**config.mk**
```make
export PLATFORM = sky130hd
export DESIGN_NAME = two_lvl_arb
export DESIGN_NICKNAME = d
export VERILOG_FILES = /design/src/rtl/arb_pkg.sv /design/src/rtl/arb_rr_pick.sv /design/src/rtl/arb_sched.sv /design/src/rtl/arb_gnt_ctrl.sv /design/src/rtl/two_lvl_arb.sv
export SDC_FILE = /design/constraint.sdc
export NUM_CORES = 1
export LEC_CHECK = 0
export BUFFER_PORTS_ARGS = -buffer_cell sky130_fd_sc_hd__buf_2
export CORE_MARGIN = 10
export CORE_UTILIZATION = 55
export CTS_BUF_LIST = sky130_fd_sc_hd__clkbuf_4 sky130_fd_sc_hd__clkbuf_8
export DETAILED_ROUTE_END_ITERATION = 10
export PLACE_DENSITY_LB_ADDON = 0.1
export SKIP_CTS_REPAIR_TIMING = 1
export SYNTH_ARGS = -nofsm -noshare
export SYNTH_HDL_FRONTEND = slang
export SYNTH_SLANG_ARGS = --single-unit
```
**constraint.sdc**
```tcl
create_clock -name clk_i -period 7.05 [get_ports clk_i]
set_input_delay 0.3525 -clock clk_i [delete_from_list [all_inputs] [get_ports clk_i]]
set_output_delay 0.3525 -clock clk_i [all_outputs]
set_load 0.02 [all_outputs]
```
**src/rtl/arb_pkg.sv**
```systemverilog
package arb_pkg;
  localparam int unsigned ARB_TO_CYC_DEF = 16;

  typedef enum logic {
    GRP_HI = 1'b0,
    GRP_LO = 1'b1
  } grp_e;
endpackage

```
**src/rtl/arb_rr_pick.sv**
```systemverilog
// Rotating pick: first candidate strictly after last_i, wrapping.
module arb_rr_pick #(
  parameter int NM = 9,
  parameter int IW = 4
) (
  input  logic [NM-1:0] cand_i,
  input  logic [IW-1:0] last_i,
  output logic          any_o,
  output logic [IW-1:0] idx_o
);
  localparam int SW = IW + 1;

  always_comb begin
    any_o = 1'b0;
    idx_o = '0;
    // walk from farthest to nearest so the nearest hit is kept
    for (int o = NM; o >= 1; o--) begin
      logic [SW-1:0] j;
      j = {1'b0, last_i} + SW'(o);
      if (j >= SW'(NM)) j = j - SW'(NM);
      if (cand_i[j[IW-1:0]]) begin
        any_o = 1'b1;
        idx_o = j[IW-1:0];
      end
    end
  end
endmodule

```
**src/rtl/arb_sched.sv**
```systemverilog
// Group word, rotation pointers and low-turn bookkeeping.
module arb_sched #(
  parameter int NM = 9,
  parameter int IW = 4,
  parameter int CNW = 4
) (
  input  logic          clk_i,
  input  logic          rst_ni,
  input  logic          cfg_we_i,
  input  logic [NM-1:0] cfg_wdata_i,
  input  logic          frame_ni,
  input  logic [NM-1:0] gnt_i,
  output logic [NM-1:0] grp_act_o,
  output logic [IW-1:0] hi_ptr_o,
  output logic [IW-1:0] lo_ptr_o,
  output logic          lo_turn_o,
  output logic          frame_start_o
);
  localparam logic [NM-1:0] GRP_RST = NM'(1);

  logic [NM-1:0]  grp_q, grp_act_q;
  logic [IW-1:0]  hi_ptr_q, lo_ptr_q, own_idx;
  logic [CNW-1:0] hi_cnt_q, n_hi;
  logic           frame_q, own_vld;

  assign frame_start_o = frame_q & ~frame_ni;
  assign own_vld       = |gnt_i;

  always_comb begin
    own_idx = '0;
    for (int i = 0; i < NM; i++) if (gnt_i[i]) own_idx = IW'(i);
  end

  always_comb begin
    n_hi = '0;
    for (int i = 0; i < NM; i++) n_hi = n_hi + CNW'(grp_act_q[i]);
  end

  assign lo_turn_o = (hi_cnt_q >= n_hi);
  assign grp_act_o = grp_act_q;
  assign hi_ptr_o  = hi_ptr_q;
  assign lo_ptr_o  = lo_ptr_q;

  always_ff @(posedge clk_i or negedge rst_ni) begin
    if (!rst_ni) begin
      grp_q     <= GRP_RST;
      grp_act_q <= GRP_RST;
      hi_ptr_q  <= IW'(NM - 1);
      lo_ptr_q  <= IW'(NM - 1);
      hi_cnt_q  <= '0;
      frame_q   <= 1'b1;
    end else begin
      frame_q <= frame_ni;
      if (cfg_we_i) grp_q <= cfg_wdata_i;
      if (frame_start_o) begin
        grp_act_q <= grp_q;
        if (own_vld) begin
          if (grp_q[own_idx]) begin
            hi_ptr_q <= own_idx;
            if (hi_cnt_q != CNW'(NM)) hi_cnt_q <= hi_cnt_q + 1'b1;
          end else begin
            lo_ptr_q <= own_idx;
            hi_cnt_q <= '0;
          end
        end
      end
    end
  end


  cfg_defer_chk: assert property (@(posedge clk_i) disable iff (!rst_ni)
    !frame_start_o |=> $stable(grp_act_q));


  own_lowest_chk: assert property (@(posedge clk_i) disable iff (!rst_ni)
    (frame_start_o && own_vld && grp_q[own_idx]) |=> (hi_ptr_q == $past(own_idx)));
endmodule

```
**src/rtl/arb_gnt_ctrl.sv**
```systemverilog
// Grant register, idle-bus timeout and handover spacing.
module arb_gnt_ctrl #(
  parameter int NM = 9,
  parameter int TO_CYC = 16,
  parameter int CW = 5
) (
  input  logic          clk_i,
  input  logic          rst_ni,
  input  logic [NM-1:0] tgt_i,
  input  logic          idle_i,
  output logic [NM-1:0] gnt_o,
  output logic          to_fire_o
);
  logic [NM-1:0] gnt_q, gnt_d;
  logic [CW-1:0] cnt_q, cnt_d;
  logic          held;

  assign held      = |gnt_q;
  assign to_fire_o = held && idle_i && (cnt_q == CW'(TO_CYC - 1));

  always_comb begin
    gnt_d = gnt_q;
    if (to_fire_o)
      gnt_d = '0;
    else if (tgt_i != gnt_q)
      gnt_d = (idle_i && held) ? '0 : tgt_i;  // dead cycle only on idle bus
  end

  always_comb begin
    if (gnt_d != gnt_q || !idle_i || !held) cnt_d = '0;
    else cnt_d = cnt_q + 1'b1;
  end

  always_ff @(posedge clk_i or negedge rst_ni) begin
    if (!rst_ni) begin
      gnt_q <= '0;
      cnt_q <= '0;
    end else begin
      gnt_q <= gnt_d;
      cnt_q <= cnt_d;
    end
  end

  assign gnt_o = gnt_q;


  gnt_onehot_chk: assert property (@(posedge clk_i) disable iff (!rst_ni)
    $onehot0(gnt_q));


  idle_gap_chk: assert property (@(posedge clk_i) disable iff (!rst_ni)
    ($past(idle_i) && ($past(gnt_q) != '0) && (gnt_q != '0)) |-> (gnt_q == $past(gnt_q)));


  timeout_drop_chk: assert property (@(posedge clk_i) disable iff (!rst_ni)
    (held && idle_i && cnt_q == CW'(TO_CYC - 1)) |=> (gnt_q == '0));
endmodule

```
**src/rtl/two_lvl_arb.sv**
```systemverilog
module two_lvl_arb
  import arb_pkg::*;
#(
  parameter int N_EXT  = 8,
  parameter int TO_CYC = int'(ARB_TO_CYC_DEF)
) (
  input  logic               clk_i,
  input  logic               rst_ni,
  input  logic [N_EXT:0]     req_ni,
  input  logic               frame_ni,
  input  logic               irdy_ni,
  input  logic               cfg_we_i,
  input  logic [N_EXT:0]     cfg_wdata_i,
  output logic [N_EXT:0]     gnt_no
);
  localparam int NM  = N_EXT + 1;
  localparam int IW  = (NM > 1) ? $clog2(NM) : 1;
  localparam int CNW = $clog2(NM + 1);
  localparam int CW  = $clog2(TO_CYC + 1);

  logic [NM-1:0] grp_act, cand, tgt, gnt_q, to_mask_q, to_mask_d;
  logic [IW-1:0] hi_ptr, lo_ptr, win_idx;
  logic          lo_turn, frame_start, idle, to_fire, any_req;
  grp_e          win_grp;

  logic [NM-1:0] pick_mask [2];
  logic [IW-1:0] pick_last [2];
  logic [IW-1:0] pick_idx  [2];
  logic          pick_any  [2];

  assign idle = frame_ni & irdy_ni;
  assign cand = ~req_ni & ~to_mask_q;

  arb_sched #(.NM(NM), .IW(IW), .CNW(CNW)) u_sched (
    .clk_i        (clk_i),
    .rst_ni       (rst_ni),
    .cfg_we_i     (cfg_we_i),
    .cfg_wdata_i  (cfg_wdata_i),
    .frame_ni     (frame_ni),
    .gnt_i        (gnt_q),
    .grp_act_o    (grp_act),
    .hi_ptr_o     (hi_ptr),
    .lo_ptr_o     (lo_ptr),
    .lo_turn_o    (lo_turn),
    .frame_start_o(frame_start)
  );

  for (genvar g = 0; g < 2; g++) begin : g_pick
    if (g == int'(GRP_HI)) begin : g_hi
      assign pick_mask[g] = grp_act;
      assign pick_last[g] = hi_ptr;
    end else begin : g_lo
      assign pick_mask[g] = ~grp_act;
      assign pick_last[g] = lo_ptr;
    end
    arb_rr_pick #(.NM(NM), .IW(IW)) u_pick (
      .cand_i(cand & pick_mask[g]),
      .last_i(pick_last[g]),
      .any_o (pick_any[g]),
      .idx_o (pick_idx[g])
    );
  end

  // low turn comes first only after a full pass of the high group
  always_comb begin
    if (lo_turn) win_grp = pick_any[GRP_LO] ? GRP_LO : GRP_HI;
    else         win_grp = pick_any[GRP_HI] ? GRP_HI : GRP_LO;
  end

  assign win_idx = pick_idx[win_grp];
  assign any_req = pick_any[GRP_HI] | pick_any[GRP_LO];
  assign tgt     = any_req ? (NM'(1) << win_idx) : gnt_q;

  arb_gnt_ctrl #(.NM(NM), .TO_CYC(TO_CYC), .CW(CW)) u_gnt (
    .clk_i    (clk_i),
    .rst_ni   (rst_ni),
    .tgt_i    (tgt),
    .idle_i   (idle),
    .gnt_o    (gnt_q),
    .to_fire_o(to_fire)
  );

  // timed-out master is passed over until it lets go or a transaction starts
  always_comb begin
    to_mask_d = frame_start ? '0 : (to_mask_q & ~req_ni);
    if (to_fire) to_mask_d = to_mask_d | gnt_q;
  end

  always_ff @(posedge clk_i or negedge rst_ni) begin
    if (!rst_ni) to_mask_q <= '0;
    else         to_mask_q <= to_mask_d;
  end

  assign gnt_no = ~gnt_q;


  gnt_to_req_chk: assert property (@(posedge clk_i) disable iff (!rst_ni)
    ((gnt_q != '0) && (gnt_q != $past(gnt_q))) |-> ((gnt_q & ~$past(req_ni)) != '0));


  park_hold_chk: assert property (@(posedge clk_i) disable iff (!rst_ni)
    ((req_ni == '1) && !to_fire) |=> $stable(gnt_q));
endmodule

```
After elaboration in Yosys (flattened, before gate mapping)
Cells that the tools add are included.
{ "totals": {"output_inout_bits": 9, "regBits": 54, "inputBits": 23} }
{ "op_classes": {"bitwise_logic": 15, "eq_ne": 5, "reduce_logical": 10, "n_addsub": 46, "n_mux": 115, "magnitude_cmp": 39, "shifts": 1} }
{ "ops": {"columns": ["op", "count"], "rows": [
  ["$mux W4", 48],
  ["$lt A4 B5 Y1 const B", 19],
  ["$ge A5 B4 Y1 const B", 18],
  ["$bmux W1 S4", 19],
  ["$sub A4 B4 Y4 const B", 18],
  ["$mux W9", 6],
  ["$mux W1", 41],
  ["$add A4 B3 Y5 const B", 8],
  ["$and A9 B9 Y9", 4],
  ["$not A9 Y9", 4],
  ["$add A4 B1 Y4", 7],
  ["$add A4 B2 Y5 const B", 4],
  ["$add A4 B4 Y5 const B", 4],
  ["$ne A9 B9 Y1", 2],
  ["$add A4 B1 Y5 const B", 2],
  ["$or A9 B9 Y9", 1],
  ["$reduce_and A3 Y1", 3],
  ["$reduce_or A9 Y1", 1],
  ["$shl A1 B4 Y9 const A", 1],
  ["$add A5 B1 Y5 const B", 1],
  ["$eq A5 B4 Y1 const B", 1],
  ["$mux W5", 1],
  ["$add A4 B1 Y4 const B", 1],
  ["$ge A4 B4 Y1", 1],
  ["other kinds (11)", 16]
]} }

Longest topological paths before layout
{ "logic_depth": {"word_depth": 29, "ltp_mapped": 27, "mapped_depth_nobuf": 21} }

Hierarchy
From an unflattened synthesis, not the netlist that was laid out.
{ "unflattened": {"cells_unflattened": 1394, "area_unflattened_um2": 10541.4} }
{ "modules_own_cells": {"columns": ["mod", "seq_area_each_um2", "n_inst", "area_per_inst_um2", "cells_per_inst"], "rows": [
  ["arb_rr_pick", 0.0, 2, 3569.7, 532],
  ["arb_sched", 782.0, 1, 1727.9, 147],
  ["two_lvl_arb", 225.2, 1, 872.1, 113],
  ["arb_gnt_ctrl", 350.3, 1, 802.0, 70]
]} }

Worst setup path before layout
Ideal clock, no wire load.
{ "synth_path": {"path_type": "flip-flop to flip-flop", "start": "reg u_sched.hi_ptr_q[0], in the netlist u_sched.hi_ptr_o[0]", "end": "reg u_gnt.gnt_q[7], in the netlist u_gnt.gnt_o[7]", "n_path_buf": 7, "arrival_time_ns": 6.032, "synth_period_minus_slack_ns": 6.112, "stages_incl_launch_ff": 25, "path_slack_ns": 0.938, "cell_sequence": "dfrtp_1 > buf_4 > inv_2 > clkbuf_1 > clkbuf_1 > buf_1 > ha_1 > nand2b_1 > or3_1 > and3_1 > a211o_1 > and2_1 > a211oi_2 > nand3b_1 > o31a_1 > or2_1 > buf_6 > or3_1 > buf_2 > a2111o_1 > o211a_1 > nor4b_1 > o211a_1 > buf_6 > mux2i_1"} }
{ "synth_between": {"elab_chain_len": 25} }
{ "synth_lines": {"columns": ["element", "line", "rtl"], "rows": [
  ["from (decl)", "arb_sched.sv:22", "logic [IW-1:0] hi_ptr_q, lo_ptr_q, own_idx;"],
  ["from (signal assigned)", "arb_sched.sv:48", "hi_ptr_q <= IW'(NM - 1);"],
  ["from (signal assigned)", "arb_sched.sv:59", "hi_ptr_q <= own_idx;"],
  ["$add A4 B4 Y5", "arb_rr_pick.sv:19", "j = {1'b0, last_i} + SW'(o);"],
  ["$sub A4 B4 Y4 or $ge A5 B4 Y1 (tied branches)", "arb_rr_pick.sv:20", "if (j >= SW'(NM)) j = j - SW'(NM);"],
  ["$mux W4", "arb_rr_pick.sv:20", null],
  ["$bmux W1 S4", "arb_rr_pick.sv:21", "if (cand_i[j[IW-1:0]]) begin"],
  ["$mux W1 (not written as such)", "arb_rr_pick.sv:21", null],
  ["$mux W1 (9 in a row)", "arb_rr_pick.sv:21", null],
  ["$mux W1", "two_lvl_arb.sv:67", "else win_grp = pick_any[GRP_HI] ? GRP_HI : GRP_LO;"],
  ["$mux W1", "two_lvl_arb.sv:66", "if (lo_turn) win_grp = pick_any[GRP_LO] ? GRP_LO : GRP_HI;"],
  ["$not A1 Y2 (not written as such)", "two_lvl_arb.sv:70", "assign win_idx = pick_idx[win_grp];"],
  ["$mux W4 (not written as such) (3 in a row)", "two_lvl_arb.sv:70", null],
  ["$shl A1 B4 Y9", "two_lvl_arb.sv:72", "assign tgt = any_req ? (NM'(1) << win_idx) : gnt_q;"],
  ["$mux W9 (*)", "two_lvl_arb.sv:72", null],
  ["$ne A9 B9 Y1 or $mux W9 (tied branches)", "arb_gnt_ctrl.sv:25, arb_gnt_ctrl.sv:26", null],
  ["$mux W9 (*)", "arb_gnt_ctrl.sv:25", "else if (tgt_i != gnt_q)"],
  ["$mux W9 (*)", "arb_gnt_ctrl.sv:23", "if (to_fire_o)"],
  ["via u_gnt.gnt_d[7]", "arb_gnt_ctrl.sv:14", "logic [NM-1:0] gnt_q, gnt_d;"],
  ["to (signal assigned)", "arb_gnt_ctrl.sv:39", "gnt_q <= gnt_d;"],
  ["to (decl)", "arb_gnt_ctrl.sv:14", null]
]} }
The timed path passes the listed nets; every way through them passes the cells marked *. The select of a mux whose other input is x is not followed.
A chain may end at the register's enable or synchronous reset.

Worst setup path in the final report
{ "layout_path": {"start": "reg u_sched.grp_act_q[0], in the netlist u_sched.grp_act_o[0]", "end": "reg u_gnt.gnt_q[0], in the netlist u_gnt.gnt_o[0]"} }
{ "layout_between": {"elab_chain_len": 24} }
{ "layout_lines": {"columns": ["element", "line", "rtl"], "rows": [
  ["from (decl)", "arb_sched.sv:21", "logic [NM-1:0] grp_q, grp_act_q;"],
  ["from (signal assigned)", "arb_sched.sv:56", "grp_act_q <= grp_q;"],
  ["parallel branches: the longest is 20 deep, another holds $add A4 B1 Y4", null, null],
  ["$mux W9 (*)", "two_lvl_arb.sv:72", null],
  ["$ne A9 B9 Y1 or $mux W9 (tied branches)", "arb_gnt_ctrl.sv:25, arb_gnt_ctrl.sv:26", null],
  ["$mux W9 (*)", "arb_gnt_ctrl.sv:25", null],
  ["$mux W9 (*)", "arb_gnt_ctrl.sv:23", null],
  ["via u_gnt.gnt_d[0]", "arb_gnt_ctrl.sv:14", null]
]} }
Mark *: on every way through the listed nets, which the timed path passes. The select of a mux whose other input is x is not followed.

==> results.py <==
metrics = {
    "run_status": {
        "status": "finished clean",
    },
    "logic_synthesis": {
        "synthCells": 1464,
        "synth_edf_count": 0,
        "ys_types": 101,
        "synth-seq-cells": 54,
        "syn_avg_cell_area_um2": 7.339,
        "syn-cell-area_mm2": 0.01074,
        "ys_warn_count": 0,
        "yosysTopAreaCell": "dfrtp_1",
        "yosysTopAreaCellShare_pct": 11.41,
        "netlist_top_cells_area": "dfrtp_1 (11%), ha_1 (6.4%), o21ai_0 (5.2%), mux2i_1 (4.8%), nand2_1 (4.6%)",
        "seq_area_frac_synth_pct": 12.64,
        "syn_nets": 1547,
        "synth_ff_type": "dfrtp_1",
        "synth.most_common_cell": "nand2_1",
        "ys_async_sr_fraction_pct": 100.0,
        "synthTopCellsByCount": "nand2_1 (132), o21ai_0 (112), nor2_1 (94)",
    },
    "route": {
        "wl_per_cell_um": 23.40,
        "vias": 12160,
        "wl_um": 40050,
        "drtIter0Drc": 1531,
        "drc": 0,
        "viasPerCell": 7.103,
        "ant_nets": 0,
        "drtPass1Iterations": 6,
    },
    "critical_path": {
        "cp_top_family": "adder cells",
        "crit_buf_inv": 3,
        "arrival_ns": 6.79,
        "max_stage_delay_ns": 0.59,
        "crit_type": "reg2reg",
        "required_ns": 7.30,
        "worstSetupStartpointType": "flop",
        "cp_max_fo": 8,
        "crit_path_end_kind": "flop",
        "cp_cell_sequence": "ha_1 > inv_1 > fa_1 > fa_1 > fa_1 > inv_1 > ha_1 > fa_1 > inv_1 > ha_1 > a21o_1 > a21o_1 > a21oi_2 > o31a_1 > or2_1 > or3b_1 > a211oi_1 > mux2i_1 > nor4b_1 > o211a_2 > mux2i_1",
        "worst_path_max_delay_cell": "dfstp_2",
        "critPathMostFrequentCell": "fa_1",
    },
    "timing": {
        "relSlewSlack_pct": 23.46,
        "hold_viol": 0,
        "fin_crit_sh_pct": 92.84,
        "tns_ns": 0,
        "slew_violations": 0,
        "rsz0062_at_grt": "false",
        "tightest_slew_ns": 1.139,
        "fmax_mhz": 152.8,
        "setup_violations": 0,
        "finalCriticalPeriod_ns": 6.545,
        "finClkSkew_ns": 0.01554,
    },
    "grt": {
        "grt_pass1_wl_um": 62680,
        "grt_max_degree": 55,
        "overflow": 0,
        "grt.total_usage_pct": 29.49,
        "grt_pass1_vias": 11250,
        "grt_antenna_before_repair": 0,
    },
    "clocking": {
        "htree_levels": 2,
        "clk_pin_slew_ns": 0.10,
        "cts_tree": "done",
        "clk_latency_ns": 0.32,
        "cts_made_buffers": 5,
        "clockBufferDepth": 2,
        "clockRootBuffer": "clkbuf_8",
        "clock-sinks": 54,
    },
    "final_layout": {
        "design.final.nets": 1529,
        "diodes": 0,
        "layout-drive-gt1-share_pct": 12.30,
        "layout-area-overhead-vs-synth_pct": 4.448,
    },
    "floorplanning": {
        "start_util_pct": 55.57,
        "rows": 51,
        "die_h_um": 159.8,
        "core_region_area_mm2": 0.01933,
        "io_pins": 32,
        "die_area_mm2": 0.02552,
        "die_w_um": 159.8,
    },
    "place": {
        "port_buffers": 31,
        "hpwl_um": 30240,
        "gp_congestion": 1.010,
    },
    "flow_run": {
        "cap_viol_max_count": 0,
    },
    "worst_hold_path": {
        "hold_class": "in2async",
    },
}
-- cell usage in the layout, fill, tap and decap left out, drive strengths merged, types with 16 or more instances in the layout --
master | netlist | final
nand2 | 132 | 132
o21ai | 121 | 121
nor2 | 94 | 94
a21oi | 91 | 91
buf | 54 | 84
nor3 | 56 | 56
ha | 55 | 55
mux2i | 52 | 52
dfrtp | 49 | 49
inv | 42 | 42
xnor2 | 40 | 40
nand3 | 37 | 37
a211oi | 35 | 35
a31oi | 31 | 31
or3 | 26 | 26
nand2b | 24 | 24
o211ai | 24 | 24
o22ai | 22 | 22
nand3b | 21 | 21
a21o | 19 | 19
nor2b | 19 | 19
nor4 | 18 | 18
nor3b | 17 | 17
o31ai | 16 | 16
-- per-layer routing --
| layer | wire length (um) | vias to the layer above | global-route usage, % |
|---|---|---|---|
| met4 | 1517 | 0 | 11.67 |
| met2 | 17400 | 761 | 45.32 |
| met3 | 4794 | 115 | 5.681 |
| li1 | - | 5580 | - |
| met1 | 16340 | 5704 | 39.75 |
| met5 | 0 | - | 0 |
-- cell families after synthesis --
group	count (synthesis)	share of synthesized area, %
fa+ha+maj	60	7.337
compound gates	528	34.23
buf+inv	153	6.254
xor+xnor	52	4.309
flops	54	12.64
mux	75	8.094
simple gates	542	27.15
-- worst paths after layout --
check                                     start                   end  slack (ns)  cells past startpoint
setup / recovery           u_sched.grp_act_o[0]        u_gnt.gnt_o[0]        0.50                     21
hold / removal                           rst_ni   u_sched.lo_ptr_o[2]        0.15                      2
setup reg to reg           u_sched.grp_act_o[0]        u_gnt.gnt_o[0]        0.50                     21
hold reg to reg                u_sched.grp_q[0]  u_sched.grp_act_o[0]        0.46                      2
max in group asynchronous                rst_ni   u_sched.hi_ptr_o[0]        6.41                      2
min in group clk_i                     frame_ni       u_sched.frame_q        0.16                      1
-- per-stage QoR --
stage / setup WS (ns) / instance area (um^2) / hold WS, ns / util (%) / instances
3_3_place_gp: 0.5133 / 11130 / 0.4635 / 57.55 / 1704
3_5_place_dp: 0.3867 / 11130 / 0.4738 / 57.55 / 1704
2_1_floorplan: 0.9382 / 10740 / 0.05691 / - / 1464
4_1_cts: 0.3401 / 11220 / 0.1407 / 58.02 / 1712
5_1_grt: 0.09642 / 11220 / 0.1410 / 58.04 / 1712
6_report: 0.5047 / 11220 / 0.1523 / 58.04 / 1712
-- cell type report --
class	count	area (um^2)
fillers	1884	8113
well taps	265	331.6
inverters	44	165.2
clock inverters	1	7.507
clock buffers	7	83.83
repair buffers	84	553.0
multi-input cells	1257	8721
flip-flops and latches	54	1360
-- registers in the layout, indices dropped and copies added (netlist names) --
| name | count |
|---|---|
| to_mask_q | 9 |
| u_gnt.gnt_o | 9 |
| u_sched.grp_act_o | 9 |
| u_sched.grp_q | 9 |
| u_gnt.cnt_q | 5 |
| u_sched.hi_cnt_q | 4 |
| u_sched.hi_ptr_o | 4 |
| u_sched.lo_ptr_o | 4 |
| u_sched.frame_q | 1 |
Power is left out: the tool's default activity adds up to more than one toggle a clock period on the data nets, which glitch-free logic cannot reach.
